File: src/rtl/nand_seq_pkg.sv
package nand_seq_pkg;
  localparam int REG_AW = 3;
  localparam int CFG_W  = 4;
  localparam int CNT_W  = 5;
  localparam int BYTE_W = 8;
  localparam int TIME_W = 26;

  localparam logic [REG_AW-1:0] REG_CMD  = 3'd0;
  localparam logic [REG_AW-1:0] REG_ADDR = 3'd1;
  localparam logic [REG_AW-1:0] REG_DATA = 3'd2;
  localparam logic [REG_AW-1:0] REG_CFG  = 3'd3;
  localparam logic [REG_AW-1:0] REG_TIME = 3'd4;
  localparam logic [REG_AW-1:0] REG_LOCK = 3'd5;
  localparam logic [REG_AW-1:0] REG_CE   = 3'd6;
  localparam logic [REG_AW-1:0] REG_STAT = 3'd7;

  localparam logic [BYTE_W-1:0] CMD_RESET = 8'hFF;

  // field order is the register bit layout, most significant first
  typedef struct packed {
    logic [1:0] tcea;
    logic [4:0] twb;
    logic [2:0] trhz;
    logic [3:0] treh;
    logic [3:0] trp;
    logic [3:0] twh;
    logic [3:0] twp;
  } timing_t;

  typedef enum logic [1:0] {OP_CMD, OP_ADDR, OP_WDATA, OP_RDATA} op_e;

  typedef enum logic [2:0] {
    PH_IDLE, PH_CE, PH_WLO, PH_WHI, PH_WB, PH_RB, PH_RLO, PH_RHI
  } phase_e;

  // counter reload for a phase of f clocks, with 0 treated as 1
  function automatic logic [CNT_W-1:0] span(input logic [CNT_W-1:0] f);
    return (f == '0) ? '0 : f - 1'b1;
  endfunction
endpackage

File: src/rtl/nand_seq_regs.sv
module nand_seq_regs
  import nand_seq_pkg::*;
#(
  parameter int                 DATA_W     = 32,
  parameter logic [DATA_W-1:0]  KEY        = 32'h0000_A25E,
  parameter logic [TIME_W-1:0]  TIME_RESET = 26'h0101212
) (
  input  logic              clk,
  input  logic              rst_n,
  input  logic              wr_en,
  input  logic [REG_AW-1:0] idx,
  input  logic [DATA_W-1:0] wdata,
  input  logic              key_clear,
  output logic [CFG_W-1:0]  cfg,
  output timing_t           timing,
  output logic              ce_bit
);
  logic armed;
  logic prot_wr;

  assign prot_wr = wr_en && (idx == REG_CFG || idx == REG_TIME);

  always_ff @(posedge clk or negedge rst_n) begin
    if (!rst_n) begin
      armed  <= 1'b0;
      cfg    <= '0;
      timing <= timing_t'(TIME_RESET);
      ce_bit <= 1'b1;
    end else begin
      if (key_clear) begin
        armed <= 1'b0;
      end else if (wr_en && idx == REG_LOCK) begin
        armed <= (wdata == KEY);
      end else if (prot_wr) begin
        armed <= 1'b0;
      end
      if (prot_wr && armed && idx == REG_CFG) cfg <= wdata[CFG_W-1:0];
      if (prot_wr && armed && idx == REG_TIME) timing <= timing_t'(wdata[TIME_W-1:0]);
      if (wr_en && idx == REG_CE) ce_bit <= wdata[0];
    end
  end
endmodule

File: src/rtl/nand_seq_engine.sv
module nand_seq_engine
  import nand_seq_pkg::*;
(
  input  logic              clk,
  input  logic              rst_n,
  input  logic              start,
  input  op_e               op_in,
  input  logic [BYTE_W-1:0] byte_in,
  input  timing_t           tim_in,
  input  logic              ce_force,
  input  logic              dev_rb,
  input  logic [BYTE_W-1:0] dq_in,
  output logic              busy,
  output logic              rd_op,
  output logic              done,
  output logic [BYTE_W-1:0] rd_byte,
  output logic              cle,
  output logic              ale,
  output logic              we_n,
  output logic              re_n,
  output logic              ce_n,
  output logic              dq_oe,
  output logic [BYTE_W-1:0] dq_out
);
  phase_e            ph;
  logic [CNT_W-1:0]  cnt;
  op_e               op;
  logic [BYTE_W-1:0] byt;
  timing_t           tim;

  phase_e            start_ph, body_ph;
  logic [CNT_W-1:0]  start_cnt, body_cnt, rhi_len;
  logic              wr_phase;

  // first strobe phase for a new request, from the live inputs
  always_comb begin
    if (op_in == OP_RDATA) begin
      start_ph  = PH_RLO;
      start_cnt = span(CNT_W'(tim_in.trp));
    end else begin
      start_ph  = PH_WLO;
      start_cnt = span(CNT_W'(tim_in.twp));
    end
  end

  // first strobe phase after a setup phase, from the latched request
  always_comb begin
    if (op == OP_RDATA) begin
      body_ph  = PH_RLO;
      body_cnt = span(CNT_W'(tim.trp));
    end else begin
      body_ph  = PH_WLO;
      body_cnt = span(CNT_W'(tim.twp));
    end
  end

  assign rhi_len = (CNT_W'(tim.treh) >= CNT_W'(tim.trhz)) ? CNT_W'(tim.treh) : CNT_W'(tim.trhz);

  always_ff @(posedge clk or negedge rst_n) begin
    if (!rst_n) begin
      ph      <= PH_IDLE;
      cnt     <= '0;
      op      <= OP_CMD;
      byt     <= '0;
      tim     <= '0;
      done    <= 1'b0;
      rd_byte <= '0;
    end else begin
      done <= 1'b0;
      case (ph)
        PH_IDLE: begin
          if (start) begin
            op  <= op_in;
            byt <= byte_in;
            tim <= tim_in;
            if (!ce_force && tim_in.tcea != '0) begin
              ph  <= PH_CE;
              cnt <= span(CNT_W'(tim_in.tcea));
            end else begin
              ph  <= start_ph;
              cnt <= start_cnt;
            end
          end
        end
        PH_RB: begin
          if (dev_rb) ph <= PH_IDLE;
        end
        default: begin
          if (cnt != '0) begin
            cnt <= cnt - 1'b1;
          end else begin
            case (ph)
              PH_CE: begin
                ph  <= body_ph;
                cnt <= body_cnt;
              end
              PH_WLO: begin
                ph  <= PH_WHI;
                cnt <= span(CNT_W'(tim.twh));
              end
              PH_WHI: begin
                if (op == OP_CMD) begin
                  ph  <= PH_WB;
                  cnt <= span(CNT_W'(tim.twb));
                end else begin
                  ph <= PH_IDLE;
                end
              end
              PH_WB:  ph <= PH_RB;
              PH_RLO: begin
                rd_byte <= dq_in;
                ph      <= PH_RHI;
                cnt     <= span(rhi_len);
              end
              PH_RHI: begin
                ph   <= PH_IDLE;
                done <= 1'b1;
              end
              default: ph <= PH_IDLE;
            endcase
          end
        end
      endcase
    end
  end

  assign busy     = (ph != PH_IDLE);
  assign rd_op    = busy && (op == OP_RDATA);
  assign wr_phase = (ph == PH_WLO) || (ph == PH_WHI);
  assign cle      = wr_phase && (op == OP_CMD);
  assign ale      = wr_phase && (op == OP_ADDR);
  assign we_n     = (ph != PH_WLO);
  assign re_n     = (ph != PH_RLO);
  assign dq_oe    = wr_phase;
  assign dq_out   = byt;
  assign ce_n     = !(ce_force || busy);
endmodule

File: src/rtl/nand_seq_top.sv
module nand_seq_top
  import nand_seq_pkg::*;
#(
  parameter int                 DATA_W     = 32,
  parameter logic [DATA_W-1:0]  KEY        = 32'h0000_A25E,
  parameter logic [TIME_W-1:0]  TIME_RESET = 26'h0101212
) (
  input  logic              clk,
  input  logic              rst_n,
  input  logic              req_valid,
  output logic              req_ready,
  input  logic              req_write,
  input  logic [REG_AW-1:0] req_addr,
  input  logic [DATA_W-1:0] req_wdata,
  output logic              rsp_valid,
  output logic [DATA_W-1:0] rsp_rdata,
  output logic              nand_cle,
  output logic              nand_ale,
  output logic              nand_we_n,
  output logic              nand_re_n,
  output logic              nand_ce_n,
  output logic [BYTE_W-1:0] nand_dq_out,
  output logic              nand_dq_oe,
  input  logic [BYTE_W-1:0] nand_dq_in,
  input  logic              nand_rb,
  output logic              ctrl_ready
);
  logic              eng_acc, take, wr, rd, start;
  logic              busy, rd_op, eng_done, key_clear;
  logic [BYTE_W-1:0] rd_byte;
  logic [CFG_W-1:0]  cfg;
  timing_t           timing;
  logic              ce_bit;
  op_e               op_sel;
  logic              imm_v;
  logic [DATA_W-1:0] imm_d, rd_mux;

  assign eng_acc   = req_write ? (req_addr <= REG_DATA) : (req_addr == REG_DATA);
  assign req_ready = !(busy && (eng_acc || (!req_write && rd_op)));
  assign take      = req_valid && req_ready;
  assign wr        = take && req_write;
  assign rd        = take && !req_write;
  assign start     = take && eng_acc;
  assign key_clear = wr && (req_addr == REG_CMD) && (req_wdata[BYTE_W-1:0] == CMD_RESET);

  always_comb begin
    if (!req_write)                  op_sel = OP_RDATA;
    else if (req_addr == REG_CMD)    op_sel = OP_CMD;
    else if (req_addr == REG_ADDR)   op_sel = OP_ADDR;
    else                             op_sel = OP_WDATA;
  end

  nand_seq_regs #(
    .DATA_W(DATA_W), .KEY(KEY), .TIME_RESET(TIME_RESET)
  ) u_regs (
    .clk(clk), .rst_n(rst_n), .wr_en(wr), .idx(req_addr), .wdata(req_wdata),
    .key_clear(key_clear), .cfg(cfg), .timing(timing), .ce_bit(ce_bit)
  );

  nand_seq_engine u_eng (
    .clk(clk), .rst_n(rst_n), .start(start), .op_in(op_sel),
    .byte_in(req_wdata[BYTE_W-1:0]), .tim_in(timing), .ce_force(!ce_bit),
    .dev_rb(nand_rb), .dq_in(nand_dq_in), .busy(busy), .rd_op(rd_op),
    .done(eng_done), .rd_byte(rd_byte), .cle(nand_cle), .ale(nand_ale),
    .we_n(nand_we_n), .re_n(nand_re_n), .ce_n(nand_ce_n), .dq_oe(nand_dq_oe),
    .dq_out(nand_dq_out)
  );

  always_comb begin
    case (req_addr)
      REG_CFG:  rd_mux = DATA_W'(cfg);
      REG_TIME: rd_mux = DATA_W'(TIME_W'(timing));
      REG_CE:   rd_mux = DATA_W'(ce_bit);
      REG_STAT: rd_mux = DATA_W'({!busy, nand_rb});
      default:  rd_mux = '0;
    endcase
  end

  always_ff @(posedge clk or negedge rst_n) begin
    if (!rst_n) begin
      imm_v <= 1'b0;
      imm_d <= '0;
    end else begin
      imm_v <= rd && !eng_acc;
      imm_d <= rd_mux;
    end
  end

  assign rsp_valid  = imm_v || eng_done;
  assign rsp_rdata  = eng_done ? DATA_W'(rd_byte) : imm_d;
  assign ctrl_ready = !busy;
endmodule

File: config.mk
export PLATFORM = sky130hd
export DESIGN_NAME = nand_seq_top
export DESIGN_NICKNAME = d
export VERILOG_FILES = /design/src/rtl/nand_seq_pkg.sv /design/src/rtl/nand_seq_regs.sv /design/src/rtl/nand_seq_engine.sv /design/src/rtl/nand_seq_top.sv
export SDC_FILE = /design/constraint.sdc
export NUM_CORES = 1
export LEC_CHECK = 0
export BUFFER_PORTS_ARGS = -buffer_cell sky130_fd_sc_hd__buf_2
export CAP_MARGIN = 20
export CORE_MARGIN = 2
export CORE_UTILIZATION = 56
export DETAILED_ROUTE_END_ITERATION = 7
export HOLD_SLACK_MARGIN = 0.15
export PLACE_DENSITY = 0.85
export SLEW_MARGIN = 20
export SYNTH_ARGS = -nofsm -noshare
export SYNTH_HDL_FRONTEND = slang
export SYNTH_SLANG_ARGS = --single-unit
File: constraint.sdc
create_clock -name clk -period 2.35 [get_ports clk]
set_input_delay 0.5875 -clock clk [delete_from_list [all_inputs] [get_ports clk]]
set_output_delay 0.5875 -clock clk [all_outputs]
set_load 0.01 [all_outputs]
==> run metrics, run 1 <==
TritonCTS clock tree yes; antenna-violating nets left 0; hold_buf cts 0; pins over their slew limit 0; Slew Limit Headroom 55.96%; Hold Crit Class in -> async; vias after detailed routing 4384; cell mode on critical path buf_2; antenna diode count 0; Initial Utilization 57.64%; PortBufs 90; total gr overflow 0; outcome finished, final reports clean; fin area 0.006520 sq mm; Simple-Gate Fraction of Synth Area 15.99%; Pwr per Cell Area 871.0 mW/mm^2; slowest cell on the critical path o21ai_0; critical path arrival 1.69 ns; Detailed Route Iter0 Violations 286; Reg clk slew, reported paths 0.10 ns; Seq/Total Area, Yosys 48.99%; Non-Filler Instances 743; fin crit period 2.276 ns; Syn Inst Count 511; H-tree depth 3; first-pass GRT wire length 22320 microns; residual DRC count 0; multi-input logic area 0.002670 sq mm; number of iterations in the first detailed-routing pass 5; commonest non-fill, non-tap cell in the layout dfrtp_1; mux cell area share after synthesis 17.88%; Required @ worst endpoint 1.76 ns; critical path's largest stage delay 0.28 ns; RD Place Congestion 0.9478; CP bufs+invs 3; die area 0.01088 sq mm; Nets 658; # setup viols final 0; vias in the first global route 4324; I/O pins 97; CP endpoint kind output port; Die Width 104.3 microns; # rows 36; Async S/R FF share, synth 100.0%; cells along the critical path buf_2, nand2b_1, a21oi_2, buf_4, o21ai_0, buf_2; fin util 66.71%; synthesized area per cell 11.03 sq um; leading cell types in the layout, fill and taps excluded dfrtp_1 (103), buf_2 (89), mux2_2 (58), o21ai_0 (35); largest family of logic cells by synthesized area multiplexers; Syn. warnings 0; Placement Cell Area 0.006306 sq mm; Placed Cells 727; Post-synth EDFFs 0; Adder-Cell Fraction of Synth Area 1.110%; share of cells above drive strength 1 36.72%; unrepaired setup endpoints after global routing false; Crit Path Class in -> out; largest net degree at the start of global routing 44; Tcrit/Tclk final 96.83%; # Max-Cap Violations 0; CTS Buffer Depth 2; fill count 764; Synth Area in Compound Gates 11.26%; Die H 104.3 microns; startpoint types primary input; Std-Cell Core Area 0.009774 sq mm; initial antenna violation count 0; worst-margin pin slew 0.6515 ns; Setup Skew 0.007047 ns; overall routing resource usage 26.38%; Lkg Pwr 0.003268 uW; fmax 439.4 MHz; Synth Cell Area 0.005634 sq mm; root buffer cell clkbuf_8; kind of cell adding the most delay to the critical path buffers and inverters; Reg area 0.002761 sq mm; DPL Wire Length 10130 microns; Synth Flop Type dfrtp_1; routed wire length 13780 microns; xor and xnor area share after synthesis 0.4664%; DR vias/cell 5.900; Hold Vio Cnt, Final 0; Max Fanout on Critical Path 8; Worst VDD drop 0.5737 mV; Worst-Skew Late Latency 0.38 ns; Area Overhead vs Synth 15.72%; Routed WL per cell 18.54 microns; Synth Register Bits 110; Unique masters post-synth 65; # clock sinks 110; TritonCTS buffer count 9; Worst Hold Slack 0.1978 ns
[cells in the mapped netlist (4+ instances only)]
cell type	number	area share (%)
nand3_1	11	0.98
dfstp_2	6	2.8
buf_4	8	1.1
and2_1	26	2.9
nand2_1	23	1.5
mux2_4	20	5.3
a21oi_1	21	1.9
inv_1	15	1.0
ha_1	5	1.1
dfrtp_1	104	46
o21ai_0	35	3.1
o31ai_1	4	0.53
clkbuf_1	16	1.1
mux2_2	58	12
nor2b_1	21	2.3
nand2b_1	8	0.89
nor2_1	25	1.7
a211oi_1	5	0.67
nor3_1	18	1.6
buf_2	5	0.44
o211ai_1	4	0.53
[worst reg2reg max path, cell delays in order, from the launching register on]
cell and delay (ns):
dfrtp_1 0.43, inv_1 0.07, ha_1 0.31, nor2b_1 0.15, o21ai_1 0.22, and2_4 0.23
o31ai_1 0.09, o311ai_1 0.30, a21oi_1 0.11, o31ai_1 0.22
[routing by layer]
| metal | share of wire [%] | GRT usage, % |
|---|---|---|
| met5 | 0 | 0 |
| met4 | 2.0 | 9.653 |
| met3 | 7.2 | 7.143 |
| met2 | 49 | 41.69 |
| met1 | 42 | 34.99 |
[through the flow]
stage / TNS, ns / total power (uW) / worst slack (ns)
5_1_grt: 0 / 6006 / 0.006331
6_report: 0 / 5679 / 0.07441
4_1_cts: 0 / 5650 / 0.03395
3_3_place_gp: -0.02261 / 4404 / -0.02261
3_5_place_dp: -0.05057 / 4486 / -0.05057
2_1_floorplan: 0 / 3821 / 0.2274
[flip-flops by register name (all words and copies together), names as in the netlist]
| name | flops |
|---|---|
| u_eng.cnt | 5 |
| u_regs.armed | 1 |
| u_eng.ph | 3 |
| u_eng.done | 1 |
| u_eng.op | 2 |
| imm_v | 1 |
| u_regs.ce_bit | 1 |
| imm_d | 26 |
| u_eng.rd_byte | 8 |
| u_eng.dq_out | 8 |
| u_regs.timing | 26 |
| u_eng.tim | 24 |
| u_regs.cfg | 4 |
[path summary, 6_finish.rpt]
path	depth (start not counted)	slack, ns	from	to
min in group clk	2	0.43	nand_dq_in[7]	u_eng.rd_byte[7]$_DFFE_PN0P_
max	6	0.07	req_addr[1]	req_ready
min reg2reg	1	0.50	u_regs.cfg[2]$_DFFE_PN0P_	u_regs.cfg[2]$_DFFE_PN0P_
max in group asynchronous	2	1.52	rst_n	u_regs.timing[4]$_DFFE_PN1P_
min	1	0.20	rst_n	imm_d[12]$_DFF_PN0_
max reg2reg	9	0.15	u_eng.tim[17]$_DFFE_PN0P_	u_eng.cnt[1]$_DFFE_PN0P_
[area by class of cell]
class                      instances  share of cell area (%)
clock buffer                      10                   1.957
timing repair buffer             110                   10.21
multi-input combinational        358                   40.95
tap                              133                   2.552
inverter                          16                  0.9211
sequential                       110                   42.35
clock inverter                     6                   1.055
[power by group]
part	internal [uW]	switching (uW)
Combinational	898	1090
Sequential	2230	307
Clock	501	658
Total	3630	2050
[cell families (layout without fill, tap and decap cells)]
group	count (synthesis)	in the layout
AO/OA/AOI/OAI	101	101
XOR/XNOR	3	3
adder cells (fa/ha/maj)	5	5
buffers and inverters	48	142
flip-flops	110	110
multiplexers	83	83
other	1	6
AND/OR/NAND/NOR	160	160
[repair_timing]
| item | in CTS | in global routing |
|---|---|---|
| setup buffers | 0 | 0 |
| resized for setup | 1 | 5 |
| setup endpoints to repair | 1 | 19 |
Note: power is estimated with default switching activity, not from simulation.
==> run 2, diff against run 1 <==
Settings changed: ABC_AREA from default to 1, ABC_CLOCK_PERIOD_IN_PS from default to 2350.
==> run 2 against run 1 <==
Count of clock-buffer cells in the layout is 1 lower. Clock skew rose by 0.0072 ns. Sequential power about the same. First-iteration DRC count is 27% higher. Via count grew 15%. Register-to-register slack barely moved. Largest power group unchanged. Cell area decreased by 1.5%. Critical endpoint is now nand_ce_n. Sequential share of layout area increased by 0.63 points. Cell count grew 28%.
==> run metrics, run 2 <==
Top Registers imm_d x26, u_regs.timing x26, u_eng.tim x24; Synth Register Bits 110 (unchanged); top cells by area, synth dfrtp_1 (46%), nand2_1 (10%), inv_1 (7.5%); Routed WL per cell 14.42 microns (-22%); Fin Setup TNS 0 ns (unchanged); root buffer cell clkbuf_8; Async S/R FF share, synth 100.0% (unchanged); routed wire length 13680 microns (-0.68%); largest net degree at the start of global routing 49 (+11%); Comb pwr share 37.2% (+2.2 points); mux cell area share after synthesis 0% (-18 points); H-tree depth 3 (unchanged); Hold Vio Cnt, Final 0 (unchanged); Placed Cells 932 (+28%); Required @ worst endpoint 1.76 ns (about the same); Area Overhead vs Synth 13.98%; Slew Limit Headroom 63.29% (+7.3 points); Post-CTS Setup Inserts 0 (unchanged); xor and xnor area share after synthesis 0.6215% (+0.16 points); pins over their slew limit 0 (unchanged); TritonCTS clock tree yes; Crit Path Class reg -> out; list of most frequent post-synthesis cells nand2_1 (155), inv_1 (112), dfrtp_1 (104); Tcrit/Tclk final 95.43% (-1.4 points); # setup viols final 0 (unchanged); Hold Crit Class in -> async; Int Pwr 3418 uW (-5.8%); Worst VDD drop 0.4733 mV (-18%); number of iterations in the first detailed-routing pass 5 (unchanged); cell taking the most area after synthesis dfrtp_1; Reg clk slew, reported paths 0.11 ns (about the same); # Max-Cap Violations 0 (unchanged); Synth Area in Compound Gates 13.25% (+2.0 points); area fraction of the dominant cell type after synthesis 46.17% (about the same); vias in the first global route 4765 (+10%); net switching power of the design 2314 uW (+13%); Syn. warnings 0 (unchanged); outcome finished, final reports clean; fmax 445.9 MHz (+1.5%); Synth Flop Type dfrtp_1; commonest non-fill, non-tap cell in the layout nand2_1; unrepaired setup endpoints after global routing false; Setup Skew 0.01428 ns (+0.007238 ns); CP endpoint kind output port; startpoint types flip-flop; DR vias/cell 5.293 (-10%); vias after detailed routing 5023 (+15%); Initial Utilization 57.67% (about the same); Switching Share 40.37% (+4.2 points); # rows 36 (unchanged); total gr overflow 0 (unchanged); Clock power frac 19.1% (-1.3 points); TritonCTS buffer count 9 (unchanged); Reg power frac 43.7% (-0.9 points); fin util 65.73% (-0.97 points); critical path arrival 1.66 ns (-0.03 ns); Unique masters post-synth 44 (-32%); Die H 104.3 microns (about the same); largest family of logic cells by synthesized area simple AND/OR/NAND/NOR gates; first-pass GRT wire length 22280 microns (-0.18%); DPL Wire Length 10360 microns (+2.3%); CTS Buffer Depth 2 (unchanged); Non-Filler Instances 949 (+28%); Worst Hold Slack 0.1731 ns (-0.02474 ns); Post-synth EDFFs 0 (unchanged); overall routing resource usage 25.72% (-0.66 points); Seq/Total Area, Yosys 48.97% (about the same); Max Fanout on Critical Path 8 (unchanged); PortBufs 90 (unchanged); Pwr per Cell Area 892.1 mW/mm^2 (+2.4%); leading cell types in the layout, fill and taps excluded nand2_1 (154), inv_1 (112), dfrtp_1 (103), buf_2 (89), nor2_1 (88); I/O pins 97 (unchanged); initial antenna violation count 0 (unchanged); share of cells above drive strength 1 22.92% (-14 points); Lkg Pwr 0.003323 uW (+1.7%); Std-Cell Core Area 0.009774 sq mm (unchanged); Worst-Skew Late Latency 0.39 ns (about the same); Syn Inst Count 714 (+40%); synthesized area per cell 7.894 sq um (-28%); antenna-violating nets left 0 (unchanged); Detailed Route Iter0 Violations 363 (+27%); worst-margin pin slew 0.5506 ns (-0.1009 ns); residual DRC count 0 (unchanged); Synth Cell Area 0.005637 sq mm (about the same); Die Width 104.3 microns (about the same); antenna diode count 0 (unchanged); Simple-Gate Fraction of Synth Area 24.86% (+8.9 points); die area 0.01088 sq mm (about the same); RD Place Congestion 0.9786 (+3.2%); count leader, synth nand2_1; Nets 864 (+31%); fin crit period 2.243 ns (-0.03290 ns); # clock sinks 110 (unchanged); Adder-Cell Fraction of Synth Area 1.110% (about the same)
run 2: layer usage:
layer	global-route usage (%)	vias to the layer above	routed length (microns)
met3	3.383	36	630
met2	43.56	174	6719
met1	33.64	2389	6000
met4	10.04	0	331
li1	-	2424	-
met5	0	-	0
run 2: path summary, 6_finish.rpt:
check                                         startpoint                             to  slack [ns]  depth (start not counted)
max                              u_eng.ph[0]$_DFFE_PN0P_                      nand_ce_n        0.11                          6
min                                                rst_n   u_regs.timing[6]$_DFFE_PN0P_        0.17                          1
max reg2reg                      u_eng.ph[0]$_DFFE_PN0P_  u_regs.timing[19]$_DFFE_PN0P_        0.15                         12
min reg2reg                u_regs.timing[20]$_DFFE_PN1P_  u_regs.timing[20]$_DFFE_PN1P_        0.48                          2
max in group asynchronous                          rst_n        u_eng.ph[2]$_DFFE_PN0P_        1.49                          2
min in group clk                            req_wdata[9]   u_regs.timing[9]$_DFFE_PN1P_        0.41                          3
run 2: what timing repair did:
action	CTS	global route
resized for setup	2	6
pin swaps	0	1
hold buffers	0	0
cloned	0	1
endpoints found under the setup margin	1	9
run 2: logic make-up (layout without fill, tap and decap cells):
family	Yosys count	count (layout)
DFF	110	110
adders and majority gates	5	5
xor gates and xnor gates	4	4
buffers and inverters	143	239
and+or+nand+nor	324	325
AOI/OAI and AO/OA	127	127
other	1	6
run 2: final cells by class:
cell class | count | area, sq um
Timing Repair Buffer | 107 | 580.6
Clock buffer | 9 | 123.9
Sequential cell | 110 | 2761
Fill cell | 826 | 3349
Tap cell | 133 | 166.4
Multi-Input combinational cell | 467 | 2298
Clock inverter | 7 | 56.30
Inverter | 116 | 437.9
run 2: stage by stage:
stage          setup WS [ns]  power, uW  area, sq um
2_1_floorplan         0.3773       3924         5655
3_3_place_gp          0.1108       4481         6213
3_5_place_dp         0.02435       4597         6213
4_1_cts             0.001990       5674         6396
5_1_grt              0.02330       6120         6425
6_report              0.1073       5732         6425
run 2: power groups by stage:
stage          combinational [uW]  sequential, uW  clock [uW]
2_1_floorplan                1440            2480           0
3_3_place_gp                 1970            2510           0
3_5_place_dp                 2070            2530           0
4_1_cts                      2080            2500        1090
5_1_grt                      2390            2550        1180
6_report                     2130            2510        1090
run 2: worst max-delay path, stage by stage (launching register included):
cell,delay (ns)
dfrtp_1,0.46
inv_2,0.11
nand2_2,0.09
nor2_8,0.18
inv_4,0.08
nor2_1,0.17
buf_2,0.17
